===== src/rtl/hdlc_rx_pkg.sv =====
package hdlc_rx_pkg;
  localparam int OCTET_W = 8;
  localparam int FCS_MAX = 4;
  localparam int CRC_W   = 32;
  localparam int STAT_W  = 5;
  localparam int ONES_W  = 3;

  localparam int ST_FCS   = 0;
  localparam int ST_ABORT = 1;
  localparam int ST_ALIGN = 2;
  localparam int ST_SHORT = 3;
  localparam int ST_LONG  = 4;

  localparam logic [CRC_W-1:0] POLY16  = 32'h0000_8408;
  localparam logic [CRC_W-1:0] POLY32  = 32'hEDB8_8320;
  localparam logic [CRC_W-1:0] PRESET  = 32'hFFFF_FFFF;
  localparam logic [15:0]      GOOD16  = 16'hF0B8;
  localparam logic [CRC_W-1:0] GOOD32  = 32'hDEBB_20E3;

  typedef struct packed {
    logic takeBits;
    logic clrFrame;
  } dpCtrl_t;

  typedef enum logic [0:0] {S_HUNT, S_OPEN} rxState_t;

  function automatic logic [CRC_W-1:0] crcOctet(input logic [CRC_W-1:0] cIn,
                                                input logic [OCTET_W-1:0] d,
                                                input logic wide);
    logic [CRC_W-1:0] c;
    logic fb;
    c = wide ? cIn : {16'h0000, cIn[15:0]};
    for (int i = 0; i < OCTET_W; i++) begin
      fb = c[0] ^ d[i];
      c  = c >> 1;
      if (fb) c = c ^ (wide ? POLY32 : POLY16);
    end
    return c;
  endfunction
endpackage


===== src/rtl/hdlc_rx_datapath.sv =====
module hdlc_rx_datapath
  import hdlc_rx_pkg::*;
#(
  parameter int WIN_W = 2*OCTET_W-1
) (
  input  logic               clk,
  input  logic               rst_n,
  input  logic               bitValid,
  input  logic               bitIn,
  input  logic               cfgTransparent,
  input  logic               cfgFcs32,
  input  dpCtrl_t            ctl,
  output logic               evFlag,
  output logic               evAbort,
  output logic               octValid,
  output logic               fwdValid,
  output logic [OCTET_W-1:0] fwdData,
  output logic               tailAligned,
  output logic               crcGood,
  output logic               trnValid,
  output logic [OCTET_W-1:0] trnData
);
  localparam int HELD_W = $clog2(WIN_W+1);
  localparam int OCC_W  = $clog2(FCS_MAX+1);
  localparam int TC_W   = $clog2(OCTET_W);
  localparam logic [HELD_W-1:0] HELD_FULL = HELD_W'(WIN_W-1);
  localparam logic [HELD_W-1:0] HELD_TAIL = HELD_W'(OCTET_W-1);
  localparam logic [ONES_W-1:0] ONES_MAX  = '1;

  logic [ONES_W-1:0]  onesRun;
  logic [WIN_W-1:0]   win;
  logic [HELD_W-1:0]  held;
  logic [FCS_MAX-1:0][OCTET_W-1:0] dly;
  logic [OCC_W-1:0]   occ;
  logic [CRC_W-1:0]   crc;
  logic [TC_W-1:0]    tCnt;
  logic [OCTET_W-1:0] tSh;

  logic hdlcBit, stuffed, dataBit;
  logic [WIN_W-1:0] winNext;
  logic [OCTET_W-1:0] octData;
  logic [OCC_W-1:0] fcsBytes;

  // bit classification from the run of ones seen so far
  assign hdlcBit  = bitValid && !cfgTransparent;
  assign evFlag   = hdlcBit && !bitIn && (onesRun == ONES_W'(6));
  assign evAbort  = hdlcBit &&  bitIn && (onesRun >= ONES_W'(6));
  assign stuffed  = hdlcBit && !bitIn && (onesRun == ONES_W'(5));
  assign dataBit  = hdlcBit && ctl.takeBits && !evFlag && !evAbort && !stuffed;

  // window keeps the 7 newest bits back until a flag can be ruled out
  assign winNext  = {bitIn, win[WIN_W-1:1]};
  assign octValid = dataBit && (held == HELD_FULL);
  assign octData  = winNext[OCTET_W-1:0];

  assign fcsBytes = cfgFcs32 ? OCC_W'(FCS_MAX) : OCC_W'(FCS_MAX/2);
  assign fwdValid = octValid && (occ == fcsBytes);
  assign fwdData  = cfgFcs32 ? dly[FCS_MAX-1] : dly[FCS_MAX/2-1];

  assign tailAligned = (held == HELD_TAIL);
  assign crcGood     = cfgFcs32 ? (crc == GOOD32) : (crc[15:0] == GOOD16);

  assign trnValid = cfgTransparent && bitValid && (tCnt == TC_W'(OCTET_W-1));
  assign trnData  = {bitIn, tSh[OCTET_W-1:1]};

  always_ff @(posedge clk or negedge rst_n) begin
    if (!rst_n) begin
      onesRun <= '0;
      win     <= '0;
      held    <= '0;
      dly     <= '0;
      occ     <= '0;
      crc     <= PRESET;
      tCnt    <= '0;
      tSh     <= '0;
    end else begin
      if (cfgTransparent) onesRun <= '0;
      else if (hdlcBit) onesRun <= !bitIn ? '0 : (onesRun == ONES_MAX ? ONES_MAX : onesRun + 1'b1);

      if (dataBit) win <= winNext;

      if (ctl.clrFrame) begin
        held <= '0;
        occ  <= '0;
        crc  <= PRESET;
      end else if (dataBit) begin
        held <= octValid ? HELD_TAIL : held + 1'b1;
        if (octValid) begin
          dly <= {dly[FCS_MAX-2:0], octData};
          occ <= (occ == fcsBytes) ? occ : occ + 1'b1;
          crc <= crcOctet(crc, octData, cfgFcs32);
        end
      end

      if (!cfgTransparent) begin
        tCnt <= '0;
      end else if (bitValid) begin
        tSh  <= trnData;
        tCnt <= tCnt + 1'b1;
      end
    end
  end

  assert_window_bound_R2: assert property (@(posedge clk) disable iff (!rst_n)
    held <= HELD_FULL);
  assert_fcs_hold_bound_R3: assert property (@(posedge clk) disable iff (!rst_n)
    occ <= OCC_W'(FCS_MAX));
endmodule


===== src/rtl/hdlc_rx_ctrl.sv =====
module hdlc_rx_ctrl
  import hdlc_rx_pkg::*;
#(
  parameter int LEN_W = 16
) (
  input  logic               clk,
  input  logic               rst_n,
  input  logic               cfgTransparent,
  input  logic               cfgDropLong,
  input  logic [LEN_W-1:0]   cfgMinLen,
  input  logic [LEN_W-1:0]   cfgMaxLen,
  input  logic               evFlag,
  input  logic               evAbort,
  input  logic               octValid,
  input  logic               fwdValid,
  input  logic [OCTET_W-1:0] fwdData,
  input  logic               tailAligned,
  input  logic               crcGood,
  input  logic               trnValid,
  input  logic [OCTET_W-1:0] trnData,
  output dpCtrl_t            ctl,
  output logic               outValid,
  output logic [OCTET_W-1:0] outData,
  output logic               outSof,
  output logic               outEof,
  output logic [STAT_W-1:0]  outStatus
);
  rxState_t          state;
  logic [LEN_W-1:0]  octCount, cntNext;
  logic              sofDone, overLong, frameLive;
  logic [STAT_W-1:0] closeStat;

  assign cntNext   = (&octCount) ? octCount : octCount + 1'b1;
  assign overLong  = octValid && cfgDropLong && (cntNext > cfgMaxLen);
  assign frameLive = (state == S_OPEN) && (octCount != '0);

  always_comb begin
    ctl.takeBits = (state == S_OPEN) && !cfgTransparent;
    ctl.clrFrame = evFlag || evAbort || overLong;
    closeStat = '0;
    closeStat[ST_FCS]   = tailAligned && !crcGood;
    closeStat[ST_ALIGN] = !tailAligned;
    closeStat[ST_SHORT] = octCount < cfgMinLen;
    closeStat[ST_LONG]  = octCount > cfgMaxLen;
  end

  always_ff @(posedge clk or negedge rst_n) begin
    if (!rst_n) begin
      state     <= S_HUNT;
      octCount  <= '0;
      sofDone   <= 1'b0;
      outValid  <= 1'b0;
      outData   <= '0;
      outSof    <= 1'b0;
      outEof    <= 1'b0;
      outStatus <= '0;
    end else begin
      outValid  <= 1'b0;
      outSof    <= 1'b0;
      outEof    <= 1'b0;
      outStatus <= '0;
      if (cfgTransparent) begin
        state    <= S_HUNT;
        octCount <= '0;
        sofDone  <= 1'b0;
        if (trnValid) begin
          outValid <= 1'b1;
          outData  <= trnData;
        end
      end else if (evAbort) begin
        if (frameLive) begin
          outEof              <= 1'b1;
          outStatus[ST_ABORT] <= 1'b1;
        end
        state    <= S_HUNT;
        octCount <= '0;
        sofDone  <= 1'b0;
      end else if (evFlag) begin
        if (frameLive) begin
          outEof    <= 1'b1;
          outStatus <= closeStat;
        end
        state    <= S_OPEN;
        octCount <= '0;
        sofDone  <= 1'b0;
      end else if (overLong) begin
        outEof             <= 1'b1;
        outStatus[ST_LONG] <= 1'b1;
        state    <= S_HUNT;
        octCount <= '0;
        sofDone  <= 1'b0;
      end else if (octValid) begin
        octCount <= cntNext;
        if (fwdValid) begin
          outValid <= 1'b1;
          outData  <= fwdData;
          outSof   <= !sofDone;
          sofDone  <= 1'b1;
        end
      end
    end
  end

  assert_sof_with_data_R3: assert property (@(posedge clk) disable iff (!rst_n)
    outSof |-> outValid);
  assert_abort_alone_R6: assert property (@(posedge clk) disable iff (!rst_n)
    (outEof && outStatus[ST_ABORT]) |-> ($countones(outStatus) == 1));
  assert_align_masks_fcs_R7: assert property (@(posedge clk) disable iff (!rst_n)
    (outEof && outStatus[ST_ALIGN]) |-> !outStatus[ST_FCS]);
  assert_bypass_no_marks_R11: assert property (@(posedge clk) disable iff (!rst_n)
    $past(cfgTransparent) |-> (!outSof && !outEof));
  assert_marker_no_data_R12: assert property (@(posedge clk) disable iff (!rst_n)
    outEof |-> !outValid);
  assert_status_quiet_R12: assert property (@(posedge clk) disable iff (!rst_n)
    !outEof |-> (outStatus == '0));
endmodule


===== src/rtl/hdlc_frame_rx.sv =====
module hdlc_frame_rx
  import hdlc_rx_pkg::*;
#(
  parameter int LEN_W = 16
) (
  input  logic               clk,
  input  logic               rst_n,
  input  logic               bitValid,
  input  logic               bitIn,
  input  logic               cfgTransparent,
  input  logic               cfgFcs32,
  input  logic               cfgDropLong,
  input  logic [LEN_W-1:0]   cfgMinLen,
  input  logic [LEN_W-1:0]   cfgMaxLen,
  output logic               outValid,
  output logic [OCTET_W-1:0] outData,
  output logic               outSof,
  output logic               outEof,
  output logic [STAT_W-1:0]  outStatus
);
  dpCtrl_t            ctl;
  logic               evFlag, evAbort, octValid, fwdValid, tailAligned, crcGood, trnValid;
  logic [OCTET_W-1:0] fwdData, trnData;

  hdlc_rx_datapath u_datapath (
    .clk(clk), .rst_n(rst_n), .bitValid(bitValid), .bitIn(bitIn),
    .cfgTransparent(cfgTransparent), .cfgFcs32(cfgFcs32), .ctl(ctl),
    .evFlag(evFlag), .evAbort(evAbort), .octValid(octValid),
    .fwdValid(fwdValid), .fwdData(fwdData), .tailAligned(tailAligned),
    .crcGood(crcGood), .trnValid(trnValid), .trnData(trnData)
  );

  hdlc_rx_ctrl #(.LEN_W(LEN_W)) u_ctrl (
    .clk(clk), .rst_n(rst_n), .cfgTransparent(cfgTransparent),
    .cfgDropLong(cfgDropLong), .cfgMinLen(cfgMinLen), .cfgMaxLen(cfgMaxLen),
    .evFlag(evFlag), .evAbort(evAbort), .octValid(octValid),
    .fwdValid(fwdValid), .fwdData(fwdData), .tailAligned(tailAligned),
    .crcGood(crcGood), .trnValid(trnValid), .trnData(trnData), .ctl(ctl),
    .outValid(outValid), .outData(outData), .outSof(outSof),
    .outEof(outEof), .outStatus(outStatus)
  );
endmodule


===== config.mk =====
export PLATFORM = sky130hd
export DESIGN_NAME = hdlc_frame_rx
export DESIGN_NICKNAME = d
export VERILOG_FILES = /design/src/rtl/hdlc_rx_pkg.sv /design/src/rtl/hdlc_rx_datapath.sv /design/src/rtl/hdlc_rx_ctrl.sv /design/src/rtl/hdlc_frame_rx.sv
export SDC_FILE = /design/constraint.sdc
export NUM_CORES = 1
export LEC_CHECK = 0
export BUFFER_PORTS_ARGS = -buffer_cell sky130_fd_sc_hd__buf_2
export CAP_MARGIN = 20
export CORE_MARGIN = 2
export CORE_UTILIZATION = 30
export DETAILED_ROUTE_END_ITERATION = 12
export PLACE_DENSITY = 0.51
export SLEW_MARGIN = 20
export SYNTH_ARGS = -nofsm -noshare
export SYNTH_HDL_FRONTEND = slang
export SYNTH_SLANG_ARGS = --single-unit

===== constraint.sdc =====
create_clock -name clk -period 3.85 [get_ports clk]
set_clock_uncertainty 0.2 [all_clocks]
set_input_delay 0.1925 -clock clk [delete_from_list [all_inputs] [get_ports clk]]
set_output_delay 0.1925 -clock clk [all_outputs]
set_load 0.005 [all_outputs]

==> flow_summary.yaml, run 1 <==
placement:
  detailed_place_hpwl_mm: 14.4
  place_inst: 1205
  portBuffers: 54
  placed_cell_area_sq_um: 9180
  dp_slack_ps: 14.3
  gp_congestion: 0.810
detailed_routing:
  route.detailed.vias_per_inst: 4.92
  vias: 6129
  drt-pass1-iter-count: 5
  avgRoutedWirePerCell_microns: 16.2
  drc: 0
  wirelength_mm: 20.2
  drt_iter0_drc: 342
  antenna_left: 0
synthesis:
  synth_simple_gate_area_share_pct: 12.7
  syn_area_sq_um: 8180
  synth_cell_type_count: 61
  synth-xor-area-share_pct: 11.7
  yosys_warnings: 0
  synth_top_family_by_area: "simple AND/OR/NAND/NOR gates"
  ys_seq_elements: 132
  synth_cells: 794
  syn_nets: 890
  synth_compound_area_share_pct: 11.4
  syn_area_per_cell_sq_um: 10.3
  synth_edf_count: 0
  muxShareOfSynthArea_pct: 11.1
  ys.flop_type: "dfrtp_1"
  synthAdderAreaFrac_pct: 8.72
  ys_seq_area_share_pct: 40.9
  async_flop_share_pct: 100
critical_path:
  cp-startpoint: "u_ctrl.octCount[10]"
  worstPathRequired_ps: 3960
  crit_chain: "and3_4, and3_4, and2_4, nand3_1, xnor2_1, nand2_1, ha_1, and4_4, nand4_1, or4_4, o211a_4, o21ai_4, clkbuf_16, mux2_2"
  critPathMostFrequentCell: "and3_4"
  cp_slowest_stage_delay_ps: 530
  crit_path_start_kind: "flip-flop"
  r2r_start: "u_ctrl.octCount[10]"
  worstPathArrival_ps: 3850
  path_class: "reg2reg"
  endpoint_kind: "flip-flop"
  cp_max_fo: 4
  slowest_stage: "or4_4"
hold_path:
  worstHoldPathType: "in2reg"
  worstHoldStart: "cfgMinLen[15]"
pwr:
  power_mw: 3.35
  powerDensity_nw_per_um2: 336
  vdd.ir_drop.worst_v: 0.000254
  p_leak_nw: 4.78
sta:
  max_freq_mhz: 268
  finalCritPeriodShare_pct: 97.0
  whs_ps: 47.0
  setup_ws_ps: 116
  slew_headroom_pct: 31.3
  hold_viol_final: 0
  maxSlewViolCount: 0
  worstMarginPinSlew_ps: 1000
  fin_crit_ps: 3730
  finalSetupTns_ps: 0
  setup_viol: 0
run_status:
  status: "finished, final reports clean"
clocking:
  cts.clk_slew.worst_paths_ps: 70
  cts_buffers: 17
  clock_latency_ps: 420
  cts_tree: "built"
  htreeDepth: 4
  clock_sinks: 132
  cts.path.max_buffers: 2
  cts-root-buf: "clkbuf_16"
grt:
  overflow: 0
  antenna_found_initial: 0
  grt_pass1_wl_mm: 33.7
  grt_max_degree: 86
  grt_pass1_vias: 6241
  grt_use_total_pct: 14.8
die:
  dieArea_sq_um: 28600
  rows: 60
  fp.dieH_microns: 169
  dieWidth_microns: 169
  core-area_sq_um: 26900
  io-pin-count: 55
  initial_core_util_pct: 30.4
job:
  maxCapViolations: 0
layout:
  utilization_pct: 37.2
  diodes: 0
  nFillCells: 2682
  area_delta_synth_final_pct: 22.0
  drive_gt1_share_pct: 29.8
  finalNonFillerCells: 1245
  nNetsFinal: 987
  final_area_sq_um: 9980
[cell usage after synthesis, types with 3 or more instances]
cell	count	share of area (%)
dfrtp_1	100	31
a31oi_1	15	1.1
a21o_1	12	1.1
buf_2	9	0.55
nand3_1	24	1.5
or3_1	5	0.38
clkbuf_1	20	0.92
o21ai_0	24	1.5
nand2b_1	6	0.46
and3_1	10	0.76
a31o_2	3	0.32
xnor2_2	3	0.60
a21oi_1	45	2.8
a22o_1	4	0.43
mux2i_1	20	2.4
xnor2_1	60	6.4
nor4_1	5	0.38
and4_1	3	0.32
ha_1	57	8.7
nor2_1	55	2.5
and2_1	6	0.46
xor2_1	24	2.6
nor2b_1	6	0.46
xnor3_1	3	0.83
nor3_1	7	0.43
o21a_1	4	0.37
nand4_1	10	0.76
a221o_1	11	1.3
nand2_1	68	3.1
dfstp_2	32	10
a211oi_1	4	0.37
mux2_2	61	8.4
inv_1	39	1.8
[path summary, 6_finish.rpt]
kind | end | depth (start not counted) | slack (ps)
max in group asynchronous | u_datapath.crc[5] | 3 | 2500
hold / removal | u_ctrl.outStatus[3] | 5 | 50
setup / recovery | u_ctrl.outData[5] | 14 | 120
min in group asynchronous | u_datapath.dly[0] | 2 | 220
setup reg to reg | u_ctrl.outData[5] | 14 | 120
hold reg to reg | u_datapath.dly[24] | 1 | 300
[critical path, delay by kind of cell, from the launching register on]
kind	cells	cell delay, ps
AND/OR/NAND/NOR	8	1690
flip-flops	1	350
XOR/XNOR	1	200
multiplexers	1	320
AO/OA/AOI/OAI	2	400
adder cells (fa/ha/maj)	1	290
buffers and inverters	1	180
[cells by family (layout without fill, tap and decap cells)]
kind of cell	after synthesis	count (layout)
AO/OA/AOI/OAI	141	141
XOR/XNOR	94	94
adder cells (fa/ha/maj)	57	57
buffers and inverters	71	181
flip-flops	132	132
multiplexers	82	82
AND/OR/NAND/NOR	217	217
[area by class of cell]
cell class                 instances  area, sq um  share of cell area, %
clock inverter                    15          203                   2.03
tap                              341          427                   4.27
multi-input combinational        591         4660                   46.7
timing repair buffer             110          782                   7.83
inverter                          39          146                   1.47
sequential                       132         3340                   33.5
clock buffer                      17          425                   4.26
[flip-flops by register name, summed over array words and instances, names as in the netlist]
register,flops
u_ctrl.outStatus,5
u_datapath.tSh,7
u_ctrl.outSof,1
u_ctrl.sofDone,1
u_ctrl.outValid,1
u_datapath.occ,3
u_ctrl.outData,8
u_ctrl.outEof,1
u_datapath.win,14
u_ctrl.state,1
u_datapath.crc,32
u_datapath.onesRun,3
u_ctrl.octCount,16
u_datapath.tCnt,3
u_datapath.dly,32
u_datapath.held,4
[layer usage]
metal / wire (microns) / GRT usage (%)
met5: 0 / 0
met4: 264 / 4.16
met3: 640 / 2.61
met2: 9170 / 23.2
met1: 10100 / 20.9
[report_power, final]
part           switching, mW  internal (mW)
combinational          0.103         0.0781
sequential            0.0207           1.42
clock                  0.733          0.999
total                  0.857           2.50
[layout by cell type, fill, tap and decap left out, types with 11 or more instances in the layout]
master     count
mux2_2        61
a21o_1        12
a221o_1       11
a21oi_1       44
nor2_1        53
xnor2_1       60
a31oi_1       15
nand3_1       23
mux2i_1       20
o21ai_0       23
buf_4         45
dfrtp_1      100
buf_2         53
ha_1          57
xor2_1        24
nand2_1       66
clkbuf_16     18
dfstp_2       32
inv_1         39
[what timing repair did]
| action | in CTS | in global routing |
|---|---|---|
| gates cloned | 0 | 1 |
| resized for setup | 1 | 19 |
| setup endpoints to repair | 19 | 95 |
| hold buffers | 4 | 0 |
| pin swaps | 1 | 9 |
| hold endpoints to repair | 74 | 0 |
| setup buffers | 1 | 2 |
No activity file was read; power rests on OpenSTA's default activity.
==> run 2, diff against run 1 <==
--- a/config.mk
+++ b/config.mk
@@ -10,7 +10,7 @@
 export CORE_MARGIN = 2
 export CORE_UTILIZATION = 30
 export DETAILED_ROUTE_END_ITERATION = 12
-export PLACE_DENSITY = 0.51
+export GPL_TIMING_DRIVEN = 0
 export SLEW_MARGIN = 20
 export SYNTH_ARGS = -nofsm -noshare
 export SYNTH_HDL_FRONTEND = slang
==> flow_summary.yaml, run 2 (synthesis results as in run 1) <==
die:
  fp.dieH_microns: 169
  core-area_sq_um: 26900
  io-pin-count: 55
  rows: 60
  dieWidth_microns: 169
  initial_core_util_pct: 30.4
  dieArea_sq_um: 28600
critical_path:
  r2r_setup_slack_ps: 60
  r2r_start: "u_ctrl.octCount[8]"
  worstPathRequired_ps: 3960
  endpoint_kind: "flip-flop"
  cp-startpoint: "u_ctrl.octCount[8]"
  crit_path_start_kind: "flip-flop"
  reg2reg_depth: 16
  worstSetupEndpoint: "u_datapath.dly[14]"
  r2r_end: "u_datapath.dly[14]"
  cp_max_fo: 5
  path_class: "reg2reg"
  worstPathArrival_ps: 3890
sta:
  setup_viol: 0
  slew_headroom_pct: 29.8
  fin_crit_ps: 3790
  max_freq_mhz: 264
  maxSlewViolCount: 0
  finalSetupTns_ps: 0
  hold_viol_final: 0
  rsz0062_at_grt: "true"
  finalCritPeriodShare_pct: 98.4
  setup_ws_ps: 60.9
  worstMarginPinSlew_ps: 1050
clocking:
  cts_tree: "built"
  cts-root-buf: "clkbuf_16"
  cts.path.max_buffers: 2
  htreeDepth: 4
  cts.clk_slew.worst_paths_ps: 60
  clock_latency_ps: 420
  clock_sinks: 132
  cts_buffers: 17
detailed_routing:
  drt-pass1-iter-count: 5
  wirelength_mm: 20.3
  avgRoutedWirePerCell_microns: 16.3
  route.detailed.vias_per_inst: 4.97
  vias: 6222
  drt_iter0_drc: 374
  drc: 0
  antenna_left: 0
layout:
  area_delta_synth_final_pct: 23.4
  nFillCells: 2636
  nNetsFinal: 994
  drive_gt1_share_pct: 31.2
  utilization_pct: 37.6
  final_area_sq_um: 10100
  diodes: 0
  layout_commonest_cell: "dfrtp_1"
  mostFrequentLayoutCells: "dfrtp_1 (87), nand2_1 (64), xnor2_1 (60)"
  largestRegisters: "u_datapath.crc: 32 flops, u_datapath.dly: 32 flops, u_ctrl.octCount: 16 flops"
hold_path:
  worstHoldPathType: "in2reg"
  worstHoldStart: "cfgMinLen[15]"
pwr:
  vdd.ir_drop.worst_v: 0.000273
  p_leak_nw: 4.72
  power_mw: 3.22
  powerDensity_nw_per_um2: 319
grt:
  busiest_layer: "met2"
  overflow: 0
  use_met3_pct: 3.15
  grt_use_total_pct: 14.7
  grt_pass1_wl_mm: 33.4
  grtUsageMet1_pct: 20.1
  grt_max_degree: 86
  grt_pass1_vias: 6369
  use_met2_pct: 23.2
  antenna_found_initial: 0
placement:
  placed_cell_area_sq_um: 8960
  portBuffers: 52
  dp_slack_ps: -925
  detailed_place_hpwl_mm: 14.3
  gp_congestion: 0.870
run_status:
  status: "finished, final reports clean"
job:
  maxCapViolations: 0
run 2: changes by cell type in the layout (fill, tap and decap cells not counted), moves of 6 or more:
| cell | delta |
|---|---|
| buf_4 | -13 |
| mux2_2 | -21 |
| dfrtp_1 | -13 |
| inv_8 | -6 |
| mux2_4 | +21 |
| dfrtp_2 | +13 |
| clkbuf_1 | +15 |
run 2: worst min path at each step:
stage | cells after the start | slack [ps] | to
after floorplan | 0 | -300 | u_ctrl.octCount[0]
after global placement | 1 | 280 | u_datapath.dly[26]
after detailed placement | 1 | -70 | u_ctrl.octCount[3]
after global routing | 5 | 40 | u_ctrl.outStatus[3]
final | 5 | 30 | u_ctrl.outStatus[3]
after CTS | 5 | 20 | u_ctrl.outStatus[3]
run 2: timing repair:
action	CTS	global route
pin swaps	11	20
setup buffers	27	5
cloned	1	0
hold buffers	2	0
hold endpoints to repair	122	0
endpoints found under the setup margin	100	85
gates resized for setup	54	32
run 2: cell type report:
| type | count | area [sq um] | share of cell area [%] |
|---|---|---|---|
| timing repair buffer | 88 | 582 | 5.76 |
| buffer | 29 | 175 | 1.74 |
| tap | 341 | 427 | 4.23 |
| clock inverter | 13 | 135 | 1.34 |
| clock buffer | 18 | 439 | 4.35 |
| multi-input combinational | 591 | 4830 | 47.9 |
| inverter | 39 | 146 | 1.45 |
| sequential | 132 | 3360 | 33.3 |
run 2: critical path: stages, from the launching register on:
cell,delay [ps]
dfrtp_2,430
and3_4,180
and3_4,190
nand3_4,90
and3_4,190
and4_4,230
xor2_2,130
ha_1,240
and2_4,140
a221o_1,340
a21oi_2,140
nand2_2,110
o211a_1,260
buf_8,140
nor2_4,180
buf_6,170
mux2_2,330
run 2: power by group:
part,switching [mW],leakage [nW],internal [mW]
clock network,0.624,0.282,0.964
logic,0.105,2.75,0.0808
registers,0.0230,1.69,1.42
total,0.752,4.72,2.47
run 2: stage by stage:
step / hold WS, ps / instances
2_1_floorplan: -303 / 794
3_3_place_gp: 277 / 1187
3_5_place_dp: -65.8 / 1188
4_1_cts: 19.5 / 1247
5_1_grt: 37.7 / 1251
6_report: 26.4 / 1251
run 2: metal layers:
metal | routed length [microns] | up-vias
met4 | 298 | 0
met3 | 777 | 19
met1 | 10000 | 3065
li1 | - | 3017
met2 | 9220 | 121
met5 | 0 | -
